===== config.mk =====
export PLATFORM = sky130hd
export DESIGN_NAME = pwr_seq_top
export DESIGN_NICKNAME = d
export VERILOG_FILES = /design/src/rtl/pwr_seq_pkg.sv /design/src/rtl/pwr_sync.sv /design/src/rtl/pwr_rtc_hold.sv /design/src/rtl/pwr_fsm.sv /design/src/rtl/pwr_seq_top.sv
export SDC_FILE = /design/constraint.sdc
export NUM_CORES = 1
export LEC_CHECK = 0
export ABC_AREA = 1
export BUFFER_PORTS_ARGS = -buffer_cell sky130_fd_sc_hd__buf_2
export CORE_AREA = 2 2 80 82
export CTS_CLUSTER_SIZE = 14
export DETAILED_ROUTE_END_ITERATION = 6
export DIE_AREA = 0 0 82 84
export GPL_ROUTABILITY_DRIVEN = 0
export HOLD_SLACK_MARGIN = 0.02
export PLACE_DENSITY = 0.69
export SLEW_MARGIN = 20
export SYNTH_ARGS = -nofsm -noshare
export SYNTH_HDL_FRONTEND = slang
export SYNTH_SLANG_ARGS = --single-unit

===== constraint.sdc =====
create_clock -name clk -period 2.6 [get_ports clk]
set_clock_uncertainty 0.05 [all_clocks]
set_input_delay 0.52 -clock clk [delete_from_list [all_inputs] [get_ports clk]]
set_output_delay 0.52 -clock clk [all_outputs]
set_load 0.03 [all_outputs]

===== src/rtl/pwr_seq_pkg.sv =====
package pwr_seq_pkg;

  typedef enum logic [2:0] {
    ST_G3    = 3'd0,
    ST_SUS   = 3'd1,
    ST_RSM   = 3'd2,
    ST_S45   = 3'd3,
    ST_MEM   = 3'd4,
    ST_CORE  = 3'd5,
    ST_S0    = 3'd6,
    ST_FAULT = 3'd7
  } seq_state_t;

  // Low-aligned mask with n ones (n <= 15).
  function automatic logic [15:0] fill_mask(input int unsigned n);
    return 16'((32'h1 << n) - 32'h1);
  endfunction

  // Policy decode: proceed without wake when forced on or not told to stay off.
  function automatic logic auto_start(input logic stay_off, input logic force_on);
    return force_on | ~stay_off;
  endfunction

endpackage


===== src/rtl/pwr_sync.sv =====
module pwr_sync #(
  parameter int W = 1
) (
  input  logic         clk,
  input  logic         rst_n,
  input  logic [W-1:0] d_async,
  output logic [W-1:0] q_sync
);
  logic [W-1:0] meta;

  always_ff @(posedge clk or negedge rst_n) begin
    if (!rst_n) begin
      meta   <= '0;
      q_sync <= '0;
    end else begin
      meta   <= d_async;
      q_sync <= meta;
    end
  end
endmodule


===== src/rtl/pwr_rtc_hold.sv =====
module pwr_rtc_hold #(
  parameter int TICKS = 1800000
) (
  input  logic clk,
  input  logic rst_n,
  input  logic supply_ok_s,
  output logic hold_done
);
  localparam int CW = $clog2(TICKS + 1);
  localparam logic [CW-1:0] LAST = CW'(TICKS);

  logic [CW-1:0] cnt;

  always_ff @(posedge clk or negedge rst_n) begin
    if (!rst_n)            cnt <= '0;
    else if (!supply_ok_s) cnt <= '0;
    else if (cnt != LAST)  cnt <= cnt + 1'b1;
  end

  assign hold_done = (cnt == LAST);

  // a missing supply forces the hold back on at the next edge
  p_supply_drop_r1: assert property (@(posedge clk) disable iff (!rst_n)
    !supply_ok_s |=> !hold_done);
  // release only while the supply was present on the previous edge
  p_release_gated_r1: assert property (@(posedge clk) disable iff (!rst_n)
    $rose(hold_done) |-> $past(supply_ok_s));
endmodule


===== src/rtl/pwr_fsm.sv =====
module pwr_fsm
  import pwr_seq_pkg::*;
#(
  parameter int N_SUS      = 3,
  parameter int N_CORE     = 3,
  parameter int TMO_CYCLES = 4096
) (
  input  logic              clk,
  input  logic              rst_n,
  input  logic              rtc_done,
  input  logic              pol_stay_off,
  input  logic              pol_force_on,
  input  logic [N_SUS-1:0]  sus_pg_s,
  input  logic              mem_pg_s,
  input  logic [N_CORE-1:0] core_pg_s,
  input  logic              wake_s,
  output logic [N_SUS-1:0]  sus_en,
  output logic              resume_rst_n,
  output logic              susp_clk_en,
  output logic              sleep_s4_n,
  output logic              mem_pwr_good,
  output logic              sleep_s3_n,
  output logic [N_CORE-1:0] core_en,
  output logic              core_pwr_good,
  output logic              mem_core_pwr_good,
  output logic              s0_entry,
  output logic              fault,
  output logic [3:0]        state_code
);
  localparam int NMAX = (N_SUS > N_CORE) ? N_SUS : N_CORE;
  localparam int IW   = $clog2(NMAX + 1);
  localparam int TW   = $clog2(TMO_CYCLES + 1);
  localparam logic [IW-1:0] SUS_LAST  = IW'(N_SUS - 1);
  localparam logic [IW-1:0] CORE_LAST = IW'(N_CORE - 1);
  localparam logic [TW-1:0] TMO_LAST  = TW'(TMO_CYCLES - 1);

  seq_state_t    st, st_nx;
  logic [IW-1:0] idx, idx_nx;
  logic [TW-1:0] tmo;
  logic          waiting;
  logic          stage_timeout;
  logic          step_pg_sus, step_pg_core;
  logic [15:0]   step_mask;

  assign step_pg_sus   = sus_pg_s[idx];
  assign step_pg_core  = core_pg_s[idx];
  assign stage_timeout = waiting && (tmo == TMO_LAST);
  assign step_mask     = fill_mask(int'(idx) + 1);

  always_comb begin
    st_nx   = st;
    idx_nx  = idx;
    waiting = 1'b0;
    unique case (st)
      ST_G3:   if (rtc_done) begin st_nx = ST_SUS; idx_nx = '0; end
      ST_SUS:
        if (step_pg_sus) begin
          if (idx == SUS_LAST) st_nx = ST_RSM;
          else                 idx_nx = idx + 1'b1;
        end else waiting = 1'b1;
      ST_RSM:  st_nx = ST_S45;
      ST_S45:  if (auto_start(pol_stay_off, pol_force_on) || wake_s) st_nx = ST_MEM;
      ST_MEM:
        if (mem_pg_s) begin st_nx = ST_CORE; idx_nx = '0; end
        else waiting = 1'b1;
      ST_CORE:
        if (step_pg_core) begin
          if (idx == CORE_LAST) st_nx = ST_S0;
          else                  idx_nx = idx + 1'b1;
        end else waiting = 1'b1;
      default: ;
    endcase
    if (stage_timeout) st_nx = ST_FAULT;
  end

  always_ff @(posedge clk or negedge rst_n) begin
    if (!rst_n) begin
      st       <= ST_G3;
      idx      <= '0;
      tmo      <= '0;
      s0_entry <= 1'b0;
    end else begin
      st       <= st_nx;
      idx      <= idx_nx;
      tmo      <= waiting ? tmo + 1'b1 : '0;
      s0_entry <= (st_nx == ST_S0) && (st != ST_S0);
    end
  end

  always_comb begin
    sus_en  = '0;
    core_en = '0;
    if (st == ST_SUS) sus_en = step_mask[N_SUS-1:0];
    else if (st inside {ST_RSM, ST_S45, ST_MEM, ST_CORE, ST_S0}) sus_en = '1;
    if (st == ST_CORE) core_en = step_mask[N_CORE-1:0];
    else if (st == ST_S0) core_en = '1;
  end

  assign resume_rst_n      = st inside {ST_RSM, ST_S45, ST_MEM, ST_CORE, ST_S0};
  assign susp_clk_en       = st inside {ST_S45, ST_MEM, ST_CORE, ST_S0};
  assign sleep_s4_n        = st inside {ST_MEM, ST_CORE, ST_S0};
  assign mem_pwr_good      = st inside {ST_CORE, ST_S0};
  assign sleep_s3_n        = st inside {ST_CORE, ST_S0};
  assign core_pwr_good     = (st == ST_S0);
  assign mem_core_pwr_good = (st == ST_S0);
  assign fault             = (st == ST_FAULT);
  assign state_code        = {1'b0, st};

  // suspend enables stay a low-aligned thermometer
  p_sus_thermo_r2: assert property (@(posedge clk) disable iff (!rst_n)
    (sus_en & (sus_en + 1'b1)) == '0);
  // core enables stay a low-aligned thermometer
  p_core_thermo_r7: assert property (@(posedge clk) disable iff (!rst_n)
    (core_en & (core_en + 1'b1)) == '0);
  // resume reset release follows all suspend rails good
  p_resume_after_sus_r3: assert property (@(posedge clk) disable iff (!rst_n)
    $rose(resume_rst_n) |-> $past(&sus_pg_s));
  // suspend clock only under released resume reset
  p_clk_after_resume_r4: assert property (@(posedge clk) disable iff (!rst_n)
    susp_clk_en |-> resume_rst_n);
  p_clk_rise_r4: assert property (@(posedge clk) disable iff (!rst_n)
    $rose(susp_clk_en) |-> $past(resume_rst_n));
  // memory good follows the memory rail handshake
  p_mem_good_r6: assert property (@(posedge clk) disable iff (!rst_n)
    $rose(mem_pwr_good) |-> $past(mem_pg_s) && sleep_s4_n);
  // sleep-S3 released only with memory good
  p_s3_after_mem_r7: assert property (@(posedge clk) disable iff (!rst_n)
    sleep_s3_n |-> mem_pwr_good);
  // core good follows all core rails good
  p_core_good_r8: assert property (@(posedge clk) disable iff (!rst_n)
    $rose(core_pwr_good) |-> $past(&core_pg_s));
  // fault is sticky and outputs stay at rest
  p_fault_sticky_r9: assert property (@(posedge clk) disable iff (!rst_n)
    fault |=> fault && !resume_rst_n && sus_en == '0);
  // S0 entry pulse is one cycle wide
  p_entry_pulse_r10: assert property (@(posedge clk) disable iff (!rst_n)
    s0_entry |=> !s0_entry);
endmodule


===== src/rtl/pwr_seq_top.sv =====
module pwr_seq_top #(
  parameter int N_SUS      = 3,
  parameter int N_CORE     = 3,
  parameter int RTC_TICKS  = 1800000,
  parameter int TMO_CYCLES = 4096
) (
  input  logic              clk,
  input  logic              rst_n,
  input  logic              rtc_supply_ok,
  input  logic [N_SUS-1:0]  sus_pg,
  input  logic              mem_pg,
  input  logic [N_CORE-1:0] core_pg,
  input  logic              wake_evt,
  input  logic              pol_stay_off,
  input  logic              pol_force_on,
  output logic              rtc_well_rst_n,
  output logic              rtc_well_test_n,
  output logic [N_SUS-1:0]  sus_en,
  output logic              resume_rst_n,
  output logic              susp_clk_en,
  output logic              sleep_s4_n,
  output logic              mem_pwr_good,
  output logic              sleep_s3_n,
  output logic [N_CORE-1:0] core_en,
  output logic              core_pwr_good,
  output logic              mem_core_pwr_good,
  output logic              s0_entry,
  output logic              fault,
  output logic [3:0]        state_code
);
  localparam int SW = N_SUS + N_CORE + 3;

  logic [SW-1:0]     raw_in, sync_out;
  logic              rtc_ok_s, mem_pg_s, wake_s, rtc_done;
  logic [N_SUS-1:0]  sus_pg_s;
  logic [N_CORE-1:0] core_pg_s;

  assign raw_in = {rtc_supply_ok, mem_pg, wake_evt, core_pg, sus_pg};
  assign {rtc_ok_s, mem_pg_s, wake_s, core_pg_s, sus_pg_s} = sync_out;

  pwr_sync #(.W(SW)) u_sync (
    .clk(clk), .rst_n(rst_n), .d_async(raw_in), .q_sync(sync_out));

  pwr_rtc_hold #(.TICKS(RTC_TICKS)) u_rtc (
    .clk(clk), .rst_n(rst_n), .supply_ok_s(rtc_ok_s), .hold_done(rtc_done));

  assign rtc_well_rst_n  = rtc_done;
  assign rtc_well_test_n = rtc_done;

  pwr_fsm #(.N_SUS(N_SUS), .N_CORE(N_CORE), .TMO_CYCLES(TMO_CYCLES)) u_fsm (
    .clk(clk), .rst_n(rst_n), .rtc_done(rtc_done),
    .pol_stay_off(pol_stay_off), .pol_force_on(pol_force_on),
    .sus_pg_s(sus_pg_s), .mem_pg_s(mem_pg_s), .core_pg_s(core_pg_s), .wake_s(wake_s),
    .sus_en(sus_en), .resume_rst_n(resume_rst_n), .susp_clk_en(susp_clk_en),
    .sleep_s4_n(sleep_s4_n), .mem_pwr_good(mem_pwr_good), .sleep_s3_n(sleep_s3_n),
    .core_en(core_en), .core_pwr_good(core_pwr_good),
    .mem_core_pwr_good(mem_core_pwr_good), .s0_entry(s0_entry),
    .fault(fault), .state_code(state_code));

  // no rail is enabled while the clock well is still held
  p_seq_after_rtc_r3: assert property (@(posedge clk) disable iff (!rst_n)
    $rose(sus_en[0]) |-> rtc_well_rst_n);
endmodule


# --- Word-level counts from Yosys, hierarchy flattened ---
# Cells that the tools add are included.
word_totals:
  regBits: 58
classes:
  n_shift: 1
  bitwise: 2
  muxes: 30
  n_reduce_logical: 10
  add_sub_neg: 5
  n_eq_ne: 18
  n_lt_le_gt_ge: 1
op_table:
  columns: ["cell", "count"]
  rows:
  - ["21-bit two-way mux", 2]
  - ["3-bit two-way mux", 12]
  - ["1-bit by 32-bit left shift with 3-bit output, first input constant", 1]
  - ["21-bit by 1-bit adder with 21-bit output, second input constant", 1]
  - ["21-bit == test, second input constant", 1]
  - ["21-bit inequality test, second input constant", 1]
  - ["3-bit one-hot mux with 6 select lines", 1]
  - ["3-bit == test, second input constant", 5]
  - ["13-bit by 1-bit adder with 13-bit output, second input constant", 1]
  - ["13-bit by 12-bit == test with 1-bit output, second input constant", 1]
  - ["13-bit two-way mux", 1]
  - ["2-bit two-way mux", 5]
  - ["2-bit one-hot mux with 4 select lines", 1]
  - ["4-bit nonzero test", 2]
  - ["3-bit by 2-bit == test with 1-bit output, second input constant", 2]
  - ["2-bit by 1-bit inequality test with 1-bit output, second input constant", 3]
  - ["1-bit two-way mux", 5]
  - ["5-bit AND reduction", 1]
  - ["5-bit nonzero test", 1]
  - ["1-bit binary-select mux with 2-bit select", 2]
  - ["2-bit inequality test, second input constant", 2]
  - ["2-bit by 1-bit adder with 3-bit output, second input constant", 1]
  - ["3-bit by 1-bit == test with 1-bit output, second input constant", 1]
  - ["3-bit logical NOT", 1]
  - ["12 further kinds", 13]

# --- Logic depth before layout (Yosys ltp) ---
# Gate-level depths: netlist of run 1.
logic_depth:
  ltp_word: 8
  ltp_mapped: 10
  ltp_nobuf: 10

# --- Modules after synthesis ---
# Synthesis of run 1 repeated with hierarchy kept, for this count alone.
hier_totals:
  cells_unflattened: 407
  hier_area_um2: 3188.1
modules_own_cells:
  columns: ["mod", "area_per_inst_um2", "instances", "cells_each", "seq_area_each_um2"]
  rows:
  - ["pwr_fsm", 1398.8, 1, 191, 475.5]
  - ["pwr_rtc_hold", 1331.3, 1, 197, 525.5]
  - ["pwr_sync", 450.4, 1, 18, 450.4]
  - ["pwr_seq_top", 7.5, 1, 1, 0.0]

# --- Worst setup path before layout of run 1 ---
# Ideal clock, no wire load.
synth_timing:
  path_type: "reg2out"
  startpoint: "register u_fsm.st[2]"
  endpoint: "output susp_clk_en"
  arrival_ns: 2.264
  required_time_ns: 2.030
  path_stages_with_launch: 7
  setup_slack_ns: -0.234
  path_buffers: 0
  cell_sequence: "dfrtp_1 -> nand2_1 -> nor2_1 -> inv_2 -> nand2_1 -> nor2_2 -> a31oi_1"
synth_via:
  elab_chain_len: 2
  elab_cells_between_ends: 5
  cone_classes: "4 x eq/ne; 1 x reduce/logical"
synth_lines:
  columns: ["item", "line_no", "source"]
  rows:
  - ["start: declaration", "pwr_fsm.sv:37", "seq_state_t st, st_nx;"]
  - ["start signal: assignment", "pwr_fsm.sv:83", "st <= st_nx;"]
  - ["3-bit == test", null, null]
  - ["via core_pwr_good", "pwr_seq_top.sv:25", "output logic core_pwr_good,"]
  - ["4-bit nonzero test", "pwr_fsm.sv:100", "assign susp_clk_en = st inside {ST_S45, ST_MEM, ST_CORE, ST_S0};"]
  - ["end: declaration", "pwr_seq_top.sv:20", "output logic susp_clk_en,"]
# The timed path passes the listed nets, and every way through them passes these cells.

# --- Final worst setup path of run 1 ---
layout_timing:
  startpoint: "register u_fsm.idx[0]"
  endpoint: "output core_en[2]"
layout_via:
  elab_chain_len: 4
layout_lines:
  columns: ["item", "line_no", "source"]
  rows:
  - ["start: declaration", "pwr_fsm.sv:38", "logic [IW-1:0] idx, idx_nx;"]
  - ["start signal: assignment", "pwr_fsm.sv:84", "idx <= idx_nx;"]
  - ["2-bit by 1-bit adder with 3-bit output", "pwr_fsm.sv:48", "assign step_mask = fill_mask(int'(idx) + 1);"]
  - ["1-bit by 32-bit left shift with 3-bit output", "pwr_seq_pkg.sv:16", "return 16'((32'h1 << n) - 32'h1);"]
  - ["3-bit by 1-bit subtractor with 3-bit output", "pwr_seq_pkg.sv:16", null]
  - ["3-bit two-way mux", "pwr_fsm.sv:95", "if (st == ST_CORE) core_en = step_mask[N_CORE-1:0];"]
  - ["end: declaration", "pwr_seq_top.sv:24", "output logic [N_CORE-1:0] core_en,"]
# No other way between the ends.

==> flow_summary.yaml, run 1 <==
outcome:
  status: "finished, final reports clean"
run:
  cap_violations: 0
cells_and_area:
  layout-area-overhead-vs-synth_pct: 14.5
  fin_nets: 450
  design_area_sq_mm: 0.00347
  drive_gt1_share_pct: 17.5
  diodes: 0
  layout_common_cells: "nand2_1 (94), dfrtp_1 (58), inv_1 (57), nor2_1 (46), buf_2 (32)"
  final_common_cell: "nand2_1"
  utilization_pct: 56.9
cts:
  clock_sinks: 58
  cts.clk_slew.worst_paths_ns: 0.07
  cts_tree: "built"
  cts_root_buf: "clkbuf_8"
  clock_latency_ns: 0.34
  cts_resized: 0
  htree_levels: 3
  clockBufferDepth: 2
  cts_hold_buf: 0
  cts_buffers: 9
  postCtsSetupBuffers: 0
power:
  p_per_area_mw_per_mm2: 530
  ir_drop_v: 0.000392
  power_leakage_nw: 1.84
  p_total_mw: 1.84
synth:
  synth_fp_nets: 411
  synthesis.area_per_instance_sq_um: 7.77
  synth_seq_cells: 58
  synth_area_sq_mm: 0.00303
  ys_types: 31
  yosys_warnings: 0
  syn_inst: 390
  yosysSeqAreaShare_pct: 47.9
grt:
  grt.total_usage_pct: 19.7
  overflow: 0
  grtUsageMet1_pct: 22.8
  grt_use_met2_pct: 32.4
  grtUsageMet3_pct: 6.71
  antenna_found_initial: 0
  grt_pass1_vias: 2479
  grt_pass1_wl_microns: 10300
  grt_busiest_layer: "met2"
  grt_max_degree: 23
die:
  rows: 29
  die_w_microns: 82
  dieArea_sq_mm: 0.00689
  coreArea_sq_mm: 0.00610
  start_util_pct: 49.7
  dieHeight_microns: 84
  io_pins: 34
route:
  drtIter0Drc: 97
  dr.pass1.iters: 4
  wirelength_microns: 6060
  vias: 2593
  post_drt_via_cell_ratio: 5.07
  wl_per_cell_microns: 11.9
  ant_nets: 0
  drc: 0
setup_path:
  cp-start-kind: "register"
  path_max_fanout: 8
  cpPeakStageDelay_ns: 0.49
  critPathArrivalTime_ns: 1.72
  critical-path-top-delay-family: "flip-flops"
  crit_type: "register to output pin"
  crit_required_ns: 2.03
  cp_num_buf_inv: 2
  cp_cell_sequence: "inv_2, ha_1, xor2_1, o21ai_0, buf_2"
  cp_slowest_cell: "dfrtp_1"
  end_kind: "output pin"
timing:
  fmax_ghz: 0.437
  min_period_over_period_pct: 87.9
  rsz0062_at_grt: "no"
  hold_viol: 0
  period_needed_ns: 2.29
  slew_viol_final: 0
  setup_slack_ns: 0.313
  setup_viol: 0
  finalSetupTns_ns: 0
placement:
  numPortBuffers: 32
  post-place-ws_ns: 0.661
  placed_cell_area_sq_mm: 0.00326
  dp_hpwl_microns: 4580
worst_hold_path:
  worstHoldPathType: "primary input to asynchronous set/reset pin"
## final cells by class
class / count / area [sq um]
clock buffer: 12 / 155
inverter: 65 / 244
sequential: 58 / 1450
clock inverter: 4 / 50.0
fill: 576 / 2630
multi-input combinational: 261 / 1300
timing repair buffer: 34 / 175
tap: 77 / 96.3
## cell families (layout without fill, tap and decap cells)
family                   count (synthesis)  in the layout  share of synthesized area [%]
AND/OR/NAND/NOR                        207            207                           30.5
buffers and inverters                   71            115                           9.58
flip-flops                              58             58                           47.9
AO/OA/AOI/OAI                           38             38                           6.61
adder cells (fa/ha/maj)                  8              8                           3.30
XOR/XNOR                                 7              7                           2.02
other                                    1              1                          0.124
## sequential cells by signal, summed over array words and instances, names as in the netlist
name,count
u_fsm.tmo,13
u_sync.meta,9
u_fsm.s0_entry,1
u_rtc.cnt,21
u_fsm.st,3
u_fsm.idx,2
u_sync.q_sync,9
## synthesized netlist by cell type
library cell / count / share of area [%]
nor2_1: 47 / 5.8
nand3_1: 28 / 4.6
dfrtp_1: 58 / 48
buf_6: 1 / 0.37
buf_2: 1 / 0.16
or2_1: 1 / 0.21
clkinv_1: 1 / 0.12
xor2_1: 6 / 1.7
xnor2_1: 1 / 0.29
a2bb2oi_1: 1 / 0.29
o21ai_0: 19 / 3.1
nand4_1: 8 / 1.7
o31ai_1: 1 / 0.25
nand2_1: 94 / 12
o211ai_1: 1 / 0.25
conb_1: 1 / 0.12
ha_1: 8 / 3.3
nand3_2: 3 / 0.99
and3_1: 1 / 0.21
nor3_2: 2 / 0.66
a31oi_1: 1 / 0.21
inv_1: 57 / 7.1
nand2_2: 3 / 0.62
or2_2: 3 / 0.62
inv_2: 7 / 0.87
nor2_2: 6 / 1.2
buf_4: 4 / 0.99
a21oi_1: 15 / 2.5
nand3b_1: 2 / 0.50
nor3_1: 8 / 1.3
nor2_4: 1 / 0.37
## power breakdown
| part | leakage, nW | internal, mW | switching, mW | total (mW) |
|---|---|---|---|---|
| Combinational | 0.992 | 0.0180 | 0.0388 | 0.0568 |
| Sequential | 0.751 | 0.920 | 0.0106 | 0.931 |
| Clock | 0.0986 | 0.493 | 0.357 | 0.850 |
| Total | 1.84 | 1.43 | 0.406 | 1.84 |
## metrics by stage
stage	hold WS, ns	cells
2_1_floorplan	0.174	390
3_3_place_gp	0.282	495
3_5_place_dp	0.286	495
4_1_cts	0.0465	511
5_1_grt	0.0638	511
6_report	0.0442	511
## layer usage
metal | vias to the layer above | wire, microns
met1 | 1203 | 2640
li1 | 1295 | -
met4 | 0 | 125
met2 | 81 | 2910
met3 | 14 | 381
met5 | - | 0
## path summary, 6_finish.rpt
kind / startpoint / to / slack (ns) / cells past startpoint
min reg2reg: u_sync.meta[4] / u_sync.q_sync[4] / 0.30 / 0
max in group asynchronous: rst_n / u_fsm.tmo[6] / 1.84 / 2
min: rst_n / u_rtc.cnt[14] / 0.04 / 1
min in group clk: rtc_supply_ok / u_sync.meta[8] / 0.24 / 1
max reg2reg: u_rtc.cnt[0] / u_rtc.cnt[12] / 0.92 / 8
max: u_fsm.idx[0] / core_en[2] / 0.31 / 5
Note: power is estimated with default switching activity, not from simulation.
==> inputs of run 2 (changes only) <==
- ABC_AREA: 1 -> not set
- CORE_AREA: 2 2 80 82 -> 2 2 78 80
- DIE_AREA: 0 0 82 84 -> 0 0 80 82
==> run 2 against run 1 <==
Fmax fell by 6.2%. First-iteration DRC count fell by 1.0%. Clock power fell by 7.6%. Critical endpoint is now rtc_well_test_n. Final cell count fell by 25%. Critical path type unchanged. Core utilization fell by 0.21 points. Flip-flop and latch count did not move. Largest cell class unchanged. Critical path depth rose by 2. Register-to-register slack got worse by 0.33 ns. Global-route usage fell by 3.0 points.
==> flow_summary.yaml, run 2 <==
outcome:
  status: "finished, final reports clean"
cts:
  clock_latency_ns: 0.33
  clockBufferDepth: 2
  cts.clk_slew.worst_paths_ns: 0.06
  cts_buffers: 9
  cts_tree: "built"
  clock_sinks: 58
  htree_levels: 3
  cts_root_buf: "clkbuf_8"
cells_and_area:
  layout-area-overhead-vs-synth_pct: 14.2
  regArea_sq_mm: 0.00146
  fill_cells: 517
  largest-register: "u_rtc.cnt"
  layout_common_cells: "dfrtp_1 (55), buf_2 (32), nor2_1 (19), xnor2_1 (17), and2_1 (17)"
  design_area_sq_mm: 0.00326
  diodes: 0
  final_common_cell: "dfrtp_1"
  largest_reg_flops: 21
  instances_no_fill: 383
  drive_gt1_share_pct: 21.1
  multi_input_area_sq_mm: 0.00127
  utilization_pct: 56.7
  fin_nets: 325
  reg_top3: "u_rtc.cnt: 21 flops, u_fsm.tmo: 13 flops"
die:
  die_w_microns: 80
  rows: 28
  dieArea_sq_mm: 0.00656
  start_util_pct: 49.7
  coreArea_sq_mm: 0.00575
  dieHeight_microns: 82
  io_pins: 34
timing:
  hold_viol: 0
  tightest_slew_ns: 0.702
  finalSetupTns_ns: 0
  setup_viol: 0
  rsz0062_at_grt: "no"
  period_needed_ns: 2.44
  min_period_over_period_pct: 93.7
  relSlewSlack_pct: 53.2
  fmax_ghz: 0.410
  slew_viol_final: 0
synth:
  syn_inst: 270
  synthTopCellsByArea: "dfrtp_1 (51%), xnor2_1 (5.2%), xor2_1 (4.3%), and2_1 (3.7%), ha_1 (3.5%)"
  synth.most_common_cell: "dfrtp_1"
  synthesis.area_per_instance_sq_um: 10.6
  synthDominantCellAreaShare_pct: 50.9
  synth_area_sq_mm: 0.00285
  yosysSeqAreaShare_pct: 50.9
  ys_top_cells_by_count: "dfrtp_1 (58), nor2_1 (19), and2_1 (17), xnor2_1 (17)"
  synth_seq_cells: 58
  yosysTopAreaCell: "dfrtp_1"
  async_reset_ff_share_pct: 100
  synth_fp_nets: 291
  synth-edff-count: 0
  ys_types: 45
  synth_flop_cell: "dfrtp_1"
  yosys_warnings: 0
route:
  wl_per_cell_microns: 12.7
  post_drt_via_cell_ratio: 5.20
  vias: 1990
  drtIter0Drc: 96
  ant_nets: 0
  dr.pass1.iters: 5
  drc: 0
  wirelength_microns: 4860
power:
  p_per_area_mw_per_mm2: 848
  pwr-share-seq_pct: 39.1
  power_leakage_nw: 1.53
  comb_power_share_pct: 32.5
  power.switching_mw: 1.02
  ir_drop_v: 0.000756
  p_sw_share_pct: 36.9
  internal-power_mw: 1.74
  clock_power_share_pct: 28.4
setup_path:
  critPathArrivalTime_ns: 1.87
  crit_required_ns: 2.03
  crit_type: "register to output pin"
  cp_cell_sequence: "inv_1, ha_1, nor4b_2, nand2_1, nor4_4, buf_4, buf_2"
  cp_slowest_cell: "dfrtp_1"
  cp-start-kind: "register"
  end_kind: "output pin"
  cpPeakStageDelay_ns: 0.45
  path_max_fanout: 8
placement:
  placed_cell_area_sq_mm: 0.00305
  placed_cells: 365
  dp_hpwl_microns: 3280
  numPortBuffers: 32
grt:
  grt_max_degree: 59
  grt_pass1_wl_microns: 8330
  antenna_found_initial: 0
  grt.total_usage_pct: 16.6
  grt_pass1_vias: 1903
  overflow: 0
run:
  cap_violations: 0
worst_hold_path:
  worstHoldPathType: "primary input to register"
==> run 2: cell count changes after synthesis, sizes merged, moves of 7 or more <==
cell	delta
nor2	-35
nand2	-83
a21oi	-7
xor2	+8
nand3	-16
o21ai	-11
and2	+17
inv	-50
xnor2	+16
==> run 2: final timing paths <==
| kind | start | endpoint | slack (ns) | cells past startpoint |
|---|---|---|---|---|
| max in group asynchronous | rst_n | u_fsm.idx[1] | 1.72 | 2 |
| max | u_rtc.cnt[1] | rtc_well_test_n | 0.16 | 7 |
| min reg2reg | u_sync.meta[1] | u_sync.q_sync[1] | 0.29 | 0 |
| min in group asynchronous | rst_n | u_fsm.tmo[8] | 0.26 | 2 |
| max reg2reg | u_rtc.cnt[1] | u_fsm.idx[0] | 0.59 | 9 |
| min | rtc_supply_ok | u_sync.meta[8] | 0.24 | 1 |
==> run 2: logic make-up (layout without fill, tap and decap cells) <==
kind of cell	after synthesis	after routing	share of synthesized area (%)
XOR/XNOR	31	31	9.52
flip-flops	58	58	50.9
AND/OR/NAND/NOR	110	110	22.5
multiplexers	5	5	2.24
adder cells (fa/ha/maj)	8	8	3.51
other	1	1	0.131
AO/OA/AOI/OAI	29	29	6.75
buffers and inverters	28	66	4.47
==> run 2: cell type report <==
type	instances	area share, %
Timing Repair Buffer	37	6.07
Multi-Input combinational cell	184	39.1
Tap cell	75	2.88
Sequential cell	58	44.7
Clock inverter	3	1.23
Inverter	14	1.61
Clock buffer	12	4.45
==> run 2: power groups by stage <==
stage          logic, mW  clock network (mW)  registers [mW]
2_1_floorplan      0.755                   0            1.05
5_1_grt            0.991               0.853            1.10
4_1_cts            0.907               0.815            1.08
3_3_place_gp       0.898                   0            1.09
3_5_place_dp       0.905                   0            1.09
6_report           0.897               0.785            1.08
==> run 2: worst max-delay path: cells and delay by family, from the launching register on <==
family / cells / cell delay [ns]
simple gates: 3 / 0.48
flops: 1 / 0.45
fa+ha+maj: 1 / 0.14
buf+inv: 3 / 0.45
==> run 2: metal layers <==
metal,up-vias,share of wire (%),track usage (%)
li1,977,-,-
met1,957,46,20.6
met2,46,47,26.9
met3,10,4.7,4.95
met4,0,1.7,7.63
met5,-,0,0
==> run 2: repair_timing <==
action	CTS	global route
hold endpoints to repair	0	0
hold buffers	0	0
pin swaps	1	0
gates resized for setup	0	3
buffers inserted	3	0
setup endpoints to repair	2	2
==> run 2: stage by stage <==
step	power [mW]	setup slack, ns	hold WS, ns
final	2.76	0.163	0.240
after global routing	2.94	0.0143	0.223
after CTS	2.80	0.112	0.219
after detailed placement	2.00	0.244	0.285
after global placement	1.99	0.308	0.282
after floorplan	1.81	0.0975	0.174
